[src/rtl/i2c_tgt_pkg.sv]
package i2c_tgt_pkg;
  localparam int ADDR_W   = 10;
  localparam int NUM_SLOT = 2;
  localparam int FLAG_W   = 7;

  localparam int FL_DV1   = 0;
  localparam int FL_DV2   = 1;
  localparam int FL_ACKED = 2;
  localparam int FL_OVR   = 3;
  localparam int FL_FIRST = 4;
  localparam int FL_RST   = 5;
  localparam int FL_STOP  = 6;

  typedef enum logic [1:0] {EV_BYTE = 2'd0, EV_START = 2'd1, EV_STOP = 2'd2} ev_kind_e;

  typedef enum logic [2:0] {
    ST_IDLE, ST_ADDR, ST_ADDR2, ST_WRITE, ST_READ, ST_IGNORE
  } dec_state_e;

  typedef enum logic [1:0] {TG_A1 = 2'd0, TG_A2 = 2'd1, TG_GC = 2'd2} target_e;
endpackage

[src/rtl/i2c_tgt_match.sv]
module i2c_tgt_match #(
  parameter int AW = 10
) (
  input  logic          en,
  input  logic          ten,
  input  logic [AW-1:0] addr,
  input  logic [7:0]    rx_byte,
  output logic          hit7,
  output logic          hdr,
  output logic          lo
);
  localparam logic [4:0] HDR_PAT = 5'b11110;

  assign hit7 = en && !ten && (rx_byte[7:1] == addr[6:0]);
  assign hdr  = en && ten && (rx_byte[7:3] == HDR_PAT) && (rx_byte[2:1] == addr[9:8]);
  assign lo   = (rx_byte == addr[7:0]);
endmodule

[src/rtl/i2c_tgt_fifo.sv]
module i2c_tgt_fifo #(
  parameter int DW    = 15,
  parameter int DEPTH = 8
) (
  input  logic          clk,
  input  logic          rst_n,
  input  logic          wr_en,
  input  logic [DW-1:0] wr_data,
  output logic          full,
  output logic          rd_valid,
  input  logic          rd_ready,
  output logic [DW-1:0] rd_data
);
  localparam int AW = (DEPTH > 1) ? $clog2(DEPTH) : 1;
  localparam int CW = $clog2(DEPTH + 1);

  logic [DW-1:0] mem [DEPTH];
  logic [AW-1:0] wp, rp;
  logic [CW-1:0] cnt;
  logic          push, pop;

  assign full     = (cnt == CW'(DEPTH));
  assign rd_valid = (cnt != '0);
  assign push     = wr_en && !full;
  assign pop      = rd_valid && rd_ready;
  assign rd_data  = mem[rp];

  function automatic logic [AW-1:0] nxt_ptr(input logic [AW-1:0] p);
    return (p == AW'(DEPTH - 1)) ? '0 : p + 1'b1;
  endfunction

  always_ff @(posedge clk or negedge rst_n) begin
    if (!rst_n) begin
      wp  <= '0;
      rp  <= '0;
      cnt <= '0;
    end else begin
      if (push) wp <= nxt_ptr(wp);
      if (pop)  rp <= nxt_ptr(rp);
      cnt <= cnt + CW'(push) - CW'(pop);
    end
  end

  always_ff @(posedge clk) begin
    if (push) mem[wp] <= wr_data;
  end

  assert_hold_stable_R11: assert property (@(posedge clk) disable iff (!rst_n)
    (rd_valid && !rd_ready) |=> (rd_valid && $stable(rd_data)));

  assert_no_overflow_R10: assert property (@(posedge clk) disable iff (!rst_n)
    (full && !rd_ready) |=> full);
endmodule

[src/rtl/i2c_tgt_decoder.sv]
module i2c_tgt_decoder
  import i2c_tgt_pkg::*;
#(
  parameter int FIFO_DEPTH = 8
) (
  input  logic              clk,
  input  logic              rst_n,
  input  logic [5:0]        cfg_dec,
  input  logic [2:0]        cfg_ack,
  input  logic [ADDR_W-1:0] cfg_addr1,
  input  logic [ADDR_W-1:0] cfg_addr2,
  input  logic              ev_valid,
  input  logic [1:0]        ev_kind,
  input  logic [7:0]        ev_byte,
  input  logic              ev_local,
  output logic              ack_valid,
  output logic              ack_bit,
  output logic [2:0]        rd_evt,
  output logic              rx_valid,
  input  logic              rx_ready,
  output logic [7:0]        rx_data,
  output logic [FLAG_W-1:0] rx_flags
);
  localparam int ENT_W = FLAG_W + 8;

  logic [ADDR_W-1:0] slot_addr [NUM_SLOT];
  logic [NUM_SLOT-1:0] hit7, hdr, lo;

  assign slot_addr[0] = cfg_addr1;
  assign slot_addr[1] = cfg_addr2;

  for (genvar gi = 0; gi < NUM_SLOT; gi++) begin : g_slot
    i2c_tgt_match #(.AW(ADDR_W)) u_match (
      .en      (cfg_dec[2 + 2*gi]),
      .ten     (cfg_dec[3 + 2*gi]),
      .addr    (slot_addr[gi]),
      .rx_byte (ev_byte),
      .hit7    (hit7[gi]),
      .hdr     (hdr[gi]),
      .lo      (lo[gi])
    );
  end

  dec_state_e st_q, st_d;
  target_e    tgt_q, tgt_d;
  logic       rep_q, rep_d, first_q, first_d, ovr_q, ovr_d;
  logic       tenv_q, tenv_d, tent_q, tent_d;
  logic [NUM_SLOT-1:0] cand_q, cand_d;
  logic       ackv_d, ackb_d;
  logic [2:0] rd_d;

  logic             push;
  logic [ENT_W-1:0] push_ent;
  logic [ENT_W-1:0] pop_ent;
  logic             full;
  logic [FLAG_W-1:0] pf;

  ev_kind_e kind;
  logic     is_byte, is_hdr, rw, addressed, gc_ok;
  logic [NUM_SLOT-1:0] sel2;

  assign kind      = ev_kind_e'(ev_kind);
  assign is_byte   = ev_valid && (kind == EV_BYTE);
  assign is_hdr    = (ev_byte[7:3] == 5'b11110);
  assign rw        = ev_byte[0];
  assign addressed = (st_q == ST_WRITE) || (st_q == ST_READ);
  assign gc_ok     = ev_local ? cfg_dec[0] : cfg_dec[1];
  assign sel2      = cand_q & lo;

  always_comb begin
    st_d    = st_q;
    tgt_d   = tgt_q;
    rep_d   = rep_q;
    first_d = first_q;
    ovr_d   = ovr_q;
    tenv_d  = tenv_q;
    tent_d  = tent_q;
    cand_d  = cand_q;
    ackv_d  = 1'b0;
    ackb_d  = 1'b0;
    rd_d    = 3'b000;
    push    = 1'b0;
    pf      = '0;
    pf[FL_OVR] = ovr_q;
    push_ent = '0;

    if (ev_valid) begin
      unique case (kind)
        EV_START: begin
          if (addressed && !full) begin
            push = 1'b1;
            pf[FL_RST] = 1'b1;
          end
          rep_d = (st_q != ST_IDLE);
          st_d  = ST_ADDR;
        end
        EV_STOP: begin
          if (addressed && !full) begin
            push = 1'b1;
            pf[FL_STOP] = 1'b1;
          end
          st_d   = ST_IDLE;
          rep_d  = 1'b0;
          tenv_d = 1'b0;
        end
        EV_BYTE: begin
          ackv_d = (st_q != ST_IDLE);
          unique case (st_q)
            ST_ADDR: begin
              st_d = ST_IGNORE;
              if (ev_byte == 8'h00) begin
                if (gc_ok) begin
                  ackb_d = 1'b1; st_d = ST_WRITE; tgt_d = TG_GC; first_d = 1'b1;
                end
              end else if (is_hdr) begin
                if (!rw && (|hdr)) begin
                  ackb_d = 1'b1; st_d = ST_ADDR2; cand_d = hdr;
                end else if (rw && rep_q && tenv_q && hdr[tent_q]) begin
                  ackb_d = 1'b1; st_d = ST_READ;
                  tgt_d = tent_q ? TG_A2 : TG_A1;
                  rd_d[2] = !tent_q;
                end
              end else if (|hit7) begin
                ackb_d = 1'b1;
                tgt_d  = hit7[0] ? TG_A1 : TG_A2;
                if (rw) begin
                  st_d = ST_READ;
                  rd_d[0] = hit7[0] && !rep_q;
                  rd_d[1] = hit7[0] && rep_q;
                end else begin
                  st_d = ST_WRITE; first_d = 1'b1;
                end
              end
            end
            ST_ADDR2: begin
              if (|sel2) begin
                ackb_d = 1'b1; st_d = ST_WRITE; first_d = 1'b1;
                tgt_d  = sel2[0] ? TG_A1 : TG_A2;
                tenv_d = 1'b1;
                tent_d = !sel2[0];
              end else begin
                st_d = ST_IGNORE;
              end
            end
            ST_WRITE: begin
              first_d = 1'b0;
              if (full) begin
                ovr_d = 1'b1;
              end else begin
                push   = 1'b1;
                ackb_d = cfg_ack[tgt_q];
                pf[FL_DV1]   = (tgt_q == TG_A1);
                pf[FL_DV2]   = (tgt_q == TG_A2);
                pf[FL_ACKED] = cfg_ack[tgt_q];
                pf[FL_FIRST] = first_q;
                push_ent[7:0] = ev_byte;
              end
            end
            default: ackb_d = 1'b0;
          endcase
        end
        default: ;
      endcase
    end

    if (push) ovr_d = 1'b0;
    push_ent[ENT_W-1:8] = pf;
  end

  always_ff @(posedge clk or negedge rst_n) begin
    if (!rst_n) begin
      st_q      <= ST_IDLE;
      tgt_q     <= TG_A1;
      rep_q     <= 1'b0;
      first_q   <= 1'b0;
      ovr_q     <= 1'b0;
      tenv_q    <= 1'b0;
      tent_q    <= 1'b0;
      cand_q    <= '0;
      ack_valid <= 1'b0;
      ack_bit   <= 1'b0;
      rd_evt    <= 3'b000;
    end else begin
      st_q      <= st_d;
      tgt_q     <= tgt_d;
      rep_q     <= rep_d;
      first_q   <= first_d;
      ovr_q     <= ovr_d;
      tenv_q    <= tenv_d;
      tent_q    <= tent_d;
      cand_q    <= cand_d;
      ack_valid <= ackv_d;
      ack_bit   <= ackb_d;
      rd_evt    <= rd_d;
    end
  end

  i2c_tgt_fifo #(.DW(ENT_W), .DEPTH(FIFO_DEPTH)) u_fifo (
    .clk      (clk),
    .rst_n    (rst_n),
    .wr_en    (push),
    .wr_data  (push_ent),
    .full     (full),
    .rd_valid (rx_valid),
    .rd_ready (rx_ready),
    .rd_data  (pop_ent)
  );

  assign rx_data  = pop_ent[7:0];
  assign rx_flags = pop_ent[ENT_W-1:8];

  assert_ack_follows_byte_R2: assert property (@(posedge clk) disable iff (!rst_n)
    ack_valid |-> $past(is_byte));

  assert_ignore_nacks_R5: assert property (@(posedge clk) disable iff (!rst_n)
    (st_q == ST_IGNORE && is_byte) |=> (ack_valid && !ack_bit));

  assert_rd_single_R9: assert property (@(posedge clk) disable iff (!rst_n)
    $onehot0(rd_evt));

  assert_stop_entry_R8: assert property (@(posedge clk) disable iff (!rst_n)
    (push && push_ent[8 + FL_STOP]) |-> (ev_valid && kind == EV_STOP && addressed));
endmodule

[config.mk]
export PLATFORM = sky130hd
export DESIGN_NAME = i2c_tgt_decoder
export DESIGN_NICKNAME = d
export VERILOG_FILES = /design/src/rtl/i2c_tgt_pkg.sv /design/src/rtl/i2c_tgt_match.sv /design/src/rtl/i2c_tgt_fifo.sv /design/src/rtl/i2c_tgt_decoder.sv
export SDC_FILE = /design/constraint.sdc
export NUM_CORES = 1
export LEC_CHECK = 0
export ABC_CLOCK_PERIOD_IN_PS = 4350
export BUFFER_PORTS_ARGS = -buffer_cell sky130_fd_sc_hd__buf_2
export CAP_MARGIN = 20
export CORE_MARGIN = 2
export CORE_UTILIZATION = 45
export CTS_CLUSTER_DIAMETER = 120
export DETAILED_ROUTE_END_ITERATION = 16
export PLACE_DENSITY = 0.62
export REMOVE_ABC_BUFFERS = 1
export SYNTH_ARGS = -nofsm -noshare
export SYNTH_HDL_FRONTEND = slang
export SYNTH_SLANG_ARGS = --single-unit
[constraint.sdc]
create_clock -name clk -period 4.35 [get_ports clk]
set_input_delay 0.6525 -clock clk [delete_from_list [all_inputs] [get_ports clk]]
set_output_delay 0.6525 -clock clk [all_outputs]
set_load 0.01 [all_outputs]
* After elaboration in Yosys (flattened, before gate mapping) *
Memory sizes are Yosys's and may differ from the RTL's.
Index checks and enable logic that the tools add are counted.

word-level totals
  logic and storage cells = 191
  bits in read-only memories = 0
  flip-flop bits (word level) = 27
  bits in latches = 0
  bits in writable memories = 120
  memories kept = 1
  input bits = 44

memories
  name        words  bits a word  rd ports  clocked after memory_dff  write ports  line                RTL
  u_fifo.mem  8      15           1         0                         1            i2c_tgt_fifo.sv:17  logic [DW-1:0] mem [DEPTH];

cells by class
  add/sub/neg operators = 4
  multiplexer cells = 87
  $lt $le $gt $ge = 2
  bitwise logic cells = 2
  reduce and logical (&&, ||, !) cells = 53
  multipliers = 0
  div/mod/pow operators = 0
  equal/unequal tests = 28
  shift-type cells = 0

operators by type and width
  kind                                                 count
  two-way mux 3 bit                                    18
  two-way mux 1 bit                                    46
  two-way mux 8 bit                                    4
  two-way mux 2 bit                                    10
  logical AND 1 bit                                    19
  equality test 8 bit                                  2
  AND reduction 8 bit                                  2
  equality test 7 bit                                  2
  nonzero test 2 bit                                   7
  inequality test 3 bit, second input constant         4
  inequality test 4 bit, second input constant         3
  AND reduction 4 bit                                  3
  equality test 3 bit, second input constant           3
  one-hot mux 3 bit (3 select lines)                   1
  nonzero test 3 bit                                   3
  zero test 8 bit                                      1
  OR reduction 2 bit                                   4
  zero test 1 bit                                      7
  adder 3 x 1 -> 3 bit, second input constant          2
  equality test 3 x 2 -> 1 bit, second input constant  2
  one-hot mux 1 bit (2 select lines)                   3
  one-hot mux 1 bit (3 select lines)                   2
  one-hot mux 3 bit (2 select lines)                   1
  AND reduction 6 bit                                  1
  22 further kinds                                     26

* Longest topological paths before layout *
  depth after elaboration = 13
  gate-level depth with buffers = 12
  mapped depth without buffers = 11

* Hierarchy *
Synthesis repeated with hierarchy kept, for this count alone.

unflattened totals
  cells, all modules = 424
  area total of the unflattened synthesis = 6,955.4 sq um

modules (own cells, without submodules)
  module           cells an instance  area each (sq um)  times used
  i2c_tgt_fifo     234                5,235.0            1
  i2c_tgt_decoder  136                1,285.0            1
  i2c_tgt_match    27                 217.7              2

* Worst setup path after synthesis *
No wires, ideal clock.

  path type = input-to-reg
  start = input port ev_kind[0]
  end = memory u_fifo.mem[0][0] (enable)
  path slack = 0.801 ns
  path buffers = 2
  data arrival time = 3.118 ns
  required time = 3.919 ns
  cell stages on the path = 7
  setup time = 0.431 ns
  path through = inv_1 > ha_1 > clkbuf_1 > and2_1 > o21a_1 > buf_4 > nor4b_1

on the way
  longest elaborated chain between the ends = 7

ends and longest elaborated chain
  what                                                                 line                   RTL
  start: declaration                                                   i2c_tgt_decoder.sv:13  input logic [1:0] ev_kind,
  equality test 2 bit or equality test 2 x 1 -> 1 bit (tied branches)  i2c_tgt_decoder.sv:88  unique case (kind)
  OR reduction 2 bit (no line)                                         n/a
  one-hot mux 1 bit (2 select lines) (*)                               i2c_tgt_decoder.sv:88
  two-way mux 1 bit (*)                                                i2c_tgt_decoder.sv:87  if (ev_valid) begin
  logical AND 1 bit (*)                                                i2c_tgt_fifo.sv:24     assign push = wr_en && !full;
  two-way mux 1 bit (*)                                                i2c_tgt_fifo.sv:45     if (push) mem[wp] <= wr_data;
  two-way mux 1 bit (implied by the code) (*)                          i2c_tgt_fifo.sv:45
  end: declaration                                                     i2c_tgt_fifo.sv:17

Every way passes the cells marked *; elsewhere a longest branch is shown, timed or not.

* Worst setup path after layout *
  start = register u_fifo.rp[0]
  end = output port rx_data[6]

on the way
  longest elaborated chain between the ends = 1

ends and longest elaborated chain
  what                      line                   RTL
  start: declaration        i2c_tgt_fifo.sv:18     logic [AW-1:0] wp, rp;
  start signal: assignment  i2c_tgt_fifo.sv:39     if (pop) rp <= nxt_ptr(rp);
  memory read (8 x 15 bit)  n/a
  end: declaration          i2c_tgt_decoder.sv:21  output logic [7:0] rx_data,

No other way between the ends.

==> results.sh <==
export IMPL_p_int_mw=2.90
export IMPL_cp_top_family="flip-flops"
export IMPL_vias=3948
export IMPL_ys_seq_elements=147
export IMPL_synthCells=435
export IMPL_reg2reg_to="u_fifo.mem[3][7]"
export IMPL_hold_class="in2async"
export IMPL_outcome="complete, no violations"
export IMPL_post_synth_cell_area_avg_um2=15.7
export IMPL_finClkSkew_ns=0.00624
export IMPL_nets=562
export IMPL_n_fill_cell=1238
export IMPL_cts_max_path_buffers=2
export IMPL_arrival_ns=2.50
export IMPL_maxSlewHeadroom=0.359
export IMPL_die_y_um=127
export IMPL_detailed_place_hpwl_um=9140
export IMPL_die_w_um=127
export IMPL_gr_total_overflow=0
export IMPL_cts_tree="done"
export IMPL_antenna_found_initial=0
export IMPL_finalPower_mw=3.97
export IMPL_start_util=0.456
export IMPL_yosys_cell_types_count=61
export IMPL_max_cap_viol_count=0
export IMPL_cp_startpoint="u_fifo.rp[0]"
export IMPL_pwr_density_cell_nw_per_um2=497
export IMPL_syn_to_final_growth_pct=16.6
export IMPL_dr_pass1_iters=4
export IMPL_ios=65
export IMPL_routabilityCongestion=0.877
export IMPL_cts_made_buffers=17
export IMPL_cts_resized=0
export IMPL_die_area_um2=16200
export IMPL_crit_fanout=22
export IMPL_fmax_mhz=317
export IMPL_rrSetupSlack_ns=1.51
export IMPL_cts_sinks=147
export IMPL_dp_slack_ns=1.47
export IMPL_layout_min_cycle_time_ns=3.15
export IMPL_crit_path_end_kind="output pin"
export IMPL_vdd_ir_drop_max_v=0.000326
export IMPL_diodes=0
export IMPL_drcViolationCount=0
export IMPL_start_kind="flop"
export IMPL_yosysTopAreaCell="edfxtp_1"
export IMPL_core_area_um2=15000
export IMPL_leakage_nw=3.14
export IMPL_row_count=45
export IMPL_r2r_start="u_fifo.cnt[2]"
export IMPL_finalSetupViolations=0
export IMPL_synth_top_cell_area_share=0.526
export IMPL_critPathRequiredTime_ns=3.70
export IMPL_routed_wl_um=13700
export IMPL_worst_slack_ns=1.20
export IMPL_multi_input_area_um2=2410
export IMPL_postCtsHoldBufs=0
export IMPL_drive_above_1_share=0.331
export IMPL_finalHoldViolCount=0
export IMPL_ff_latch_area_um2=4280
export IMPL_crit_cells=4
export IMPL_drt_initial_drc_count=244
export IMPL_synth_flop_cell="edfxtp_1"
export IMPL_htreeDepth=4
export IMPL_rsz0062_at_grt="false"
export IMPL_crit_type="reg2out"
export IMPL_postRouteAntennaNets=0
export IMPL_grt_usage=0.183
export IMPL_slowest_delay_ns=0.82
export IMPL_swShare=0.269
export IMPL_drv_slew=0
export IMPL_routedWlPerCell_um=19.5
export IMPL_switching_power_mw=1.07
export IMPL_ys_async_sr_fraction=0.184
export IMPL_endpoint="rx_data[6]"
export IMPL_fin_setup_tns_ns=0
export IMPL_seq_area_frac_synth=0.625
export IMPL_min_period_over_period=0.724
export IMPL_rr_worst_depth=9
export IMPL_vias_per_cell=5.61
export IMPL_path_cells="buf_4 > mux4_2 > mux2_2 > buf_2"
export IMPL_p_comb_frac=0.202
export IMPL_crit_slowest_cell="dfrtp_2"
export IMPL_worst_path_buf_inv=2
export IMPL_grt_pass1_wl_um=22100
export IMPL_synthTopCellsByArea="edfxtp_1, dfrtp_1, mux4_2"
export IMPL_synth_edf_count=120
export IMPL_grt_pass1_vias=4076
export IMPL_cts_root_buf="clkbuf_16"
export IMPL_tightest_slew_ns=0.954
export IMPL_clock_latency_ns=0.42
export IMPL_postCtsSetupRepairBufs=0
export IMPL_io_buffer_count=64
export IMPL_clkTransAtPathRegs_ns=0.06
export IMPL_syn_cell_area_um2=6850
export IMPL_grt_max_degree=33
export IMPL_seqPwrFrac=0.432
export IMPL_clkPwrFrac=0.366
export IMPL_ys_warn_count=0
## layout by cell type (no fill, tap or decap), types with 9 or more instances in the layout
cell,n
nor3_1,9
buf_2,64
nor2_1,15
inv_1,16
clkbuf_16,17
buf_4,11
mux4_2,30
dfrtp_1,26
ha_1,14
mux2_2,18
xor2_1,23
nand2_1,16
xnor2_1,13
edfxtp_1,120
## Yosys cell counts, types with 10 or more instances
master    instances
clkbuf_1         10
ha_1             14
mux2_2           18
nand2_1          16
mux4_2           30
xor2_1           23
nor2_1           15
dfrtp_1          27
xnor2_1          13
nor3_1           10
inv_1            16
edfxtp_1        120
## sequential cells by signal, indices dropped and copies added (netlist names)
signal / flops
rep_q: 1
ack_bit: 1
u_fifo.mem: 120
tenv_q: 1
ack_valid: 1
tgt_q: 2
rd_evt: 3
first_q: 1
st_q: 3
u_fifo.cnt: 4
u_fifo.rp: 3
cand_q: 2
ovr_q: 1
u_fifo.wp: 3
tent_q: 1
## power by group through the flow
stage / clock (mW) / combinational (mW) / sequential (mW)
after floorplan: 0 / 0.518 / 1.74
after global placement: 0 / 0.794 / 1.74
after detailed placement: 0 / 0.814 / 1.75
after CTS: 1.48 / 0.821 / 1.72
after global routing: 1.54 / 0.884 / 1.73
final: 1.45 / 0.802 / 1.71
## layer usage
layer | share of wire | up-vias | track usage
met2 | 0.49 | 117 | 0.297
met5 | 0 | - | 0
li1 | - | 1825 | -
met1 | 0.45 | 1986 | 0.242
met4 | 0.019 | 0 | 0.0769
met3 | 0.039 | 20 | 0.0389
## cells by family (layout without fill, tap and decap cells)
group / after synthesis / after routing / synth area share
flops: 147 / 147 / 0.625
fa+ha+maj: 15 / 15 / 0.0285
buf+inv: 42 / 123 / 0.0309
simple gates: 100 / 100 / 0.0844
compound gates: 42 / 42 / 0.0477
xor+xnor: 36 / 36 / 0.0460
mux: 53 / 53 / 0.138
## worst min-delay path by stage
stage	depth (start not counted)	to	start
after global routing	1	rd_evt[2]	rst_n
after CTS	1	rd_evt[2]	rst_n
after floorplan	0	ack_bit	rst_n
final	1	st_q[1]	rst_n
after detailed placement	1	rd_evt[0]	rep_q
after global placement	2	cand_q[1]	cand_q[1]
## per-stage QoR
stage	hold WS, ns	utilization	cells	instance area (um2)
2_1_floorplan	0.357	-	409	6700
3_3_place_gp	0.514	0.492	672	7390
3_5_place_dp	0.539	0.492	672	7390
4_1_cts	0.265	0.531	704	7990
5_1_grt	0.294	0.531	704	7990
6_report	0.260	0.531	704	7990
## area by class of cell
cell class | count | area share
timing repair buffer | 75 | 0.0505
sequential | 147 | 0.536
clock inverter | 14 | 0.0204
clock buffer | 18 | 0.0537
tap | 188 | 0.0295
multi-input combinational | 246 | 0.302
inverter | 16 | 0.00752
Note: power is estimated with default switching activity, not from simulation.
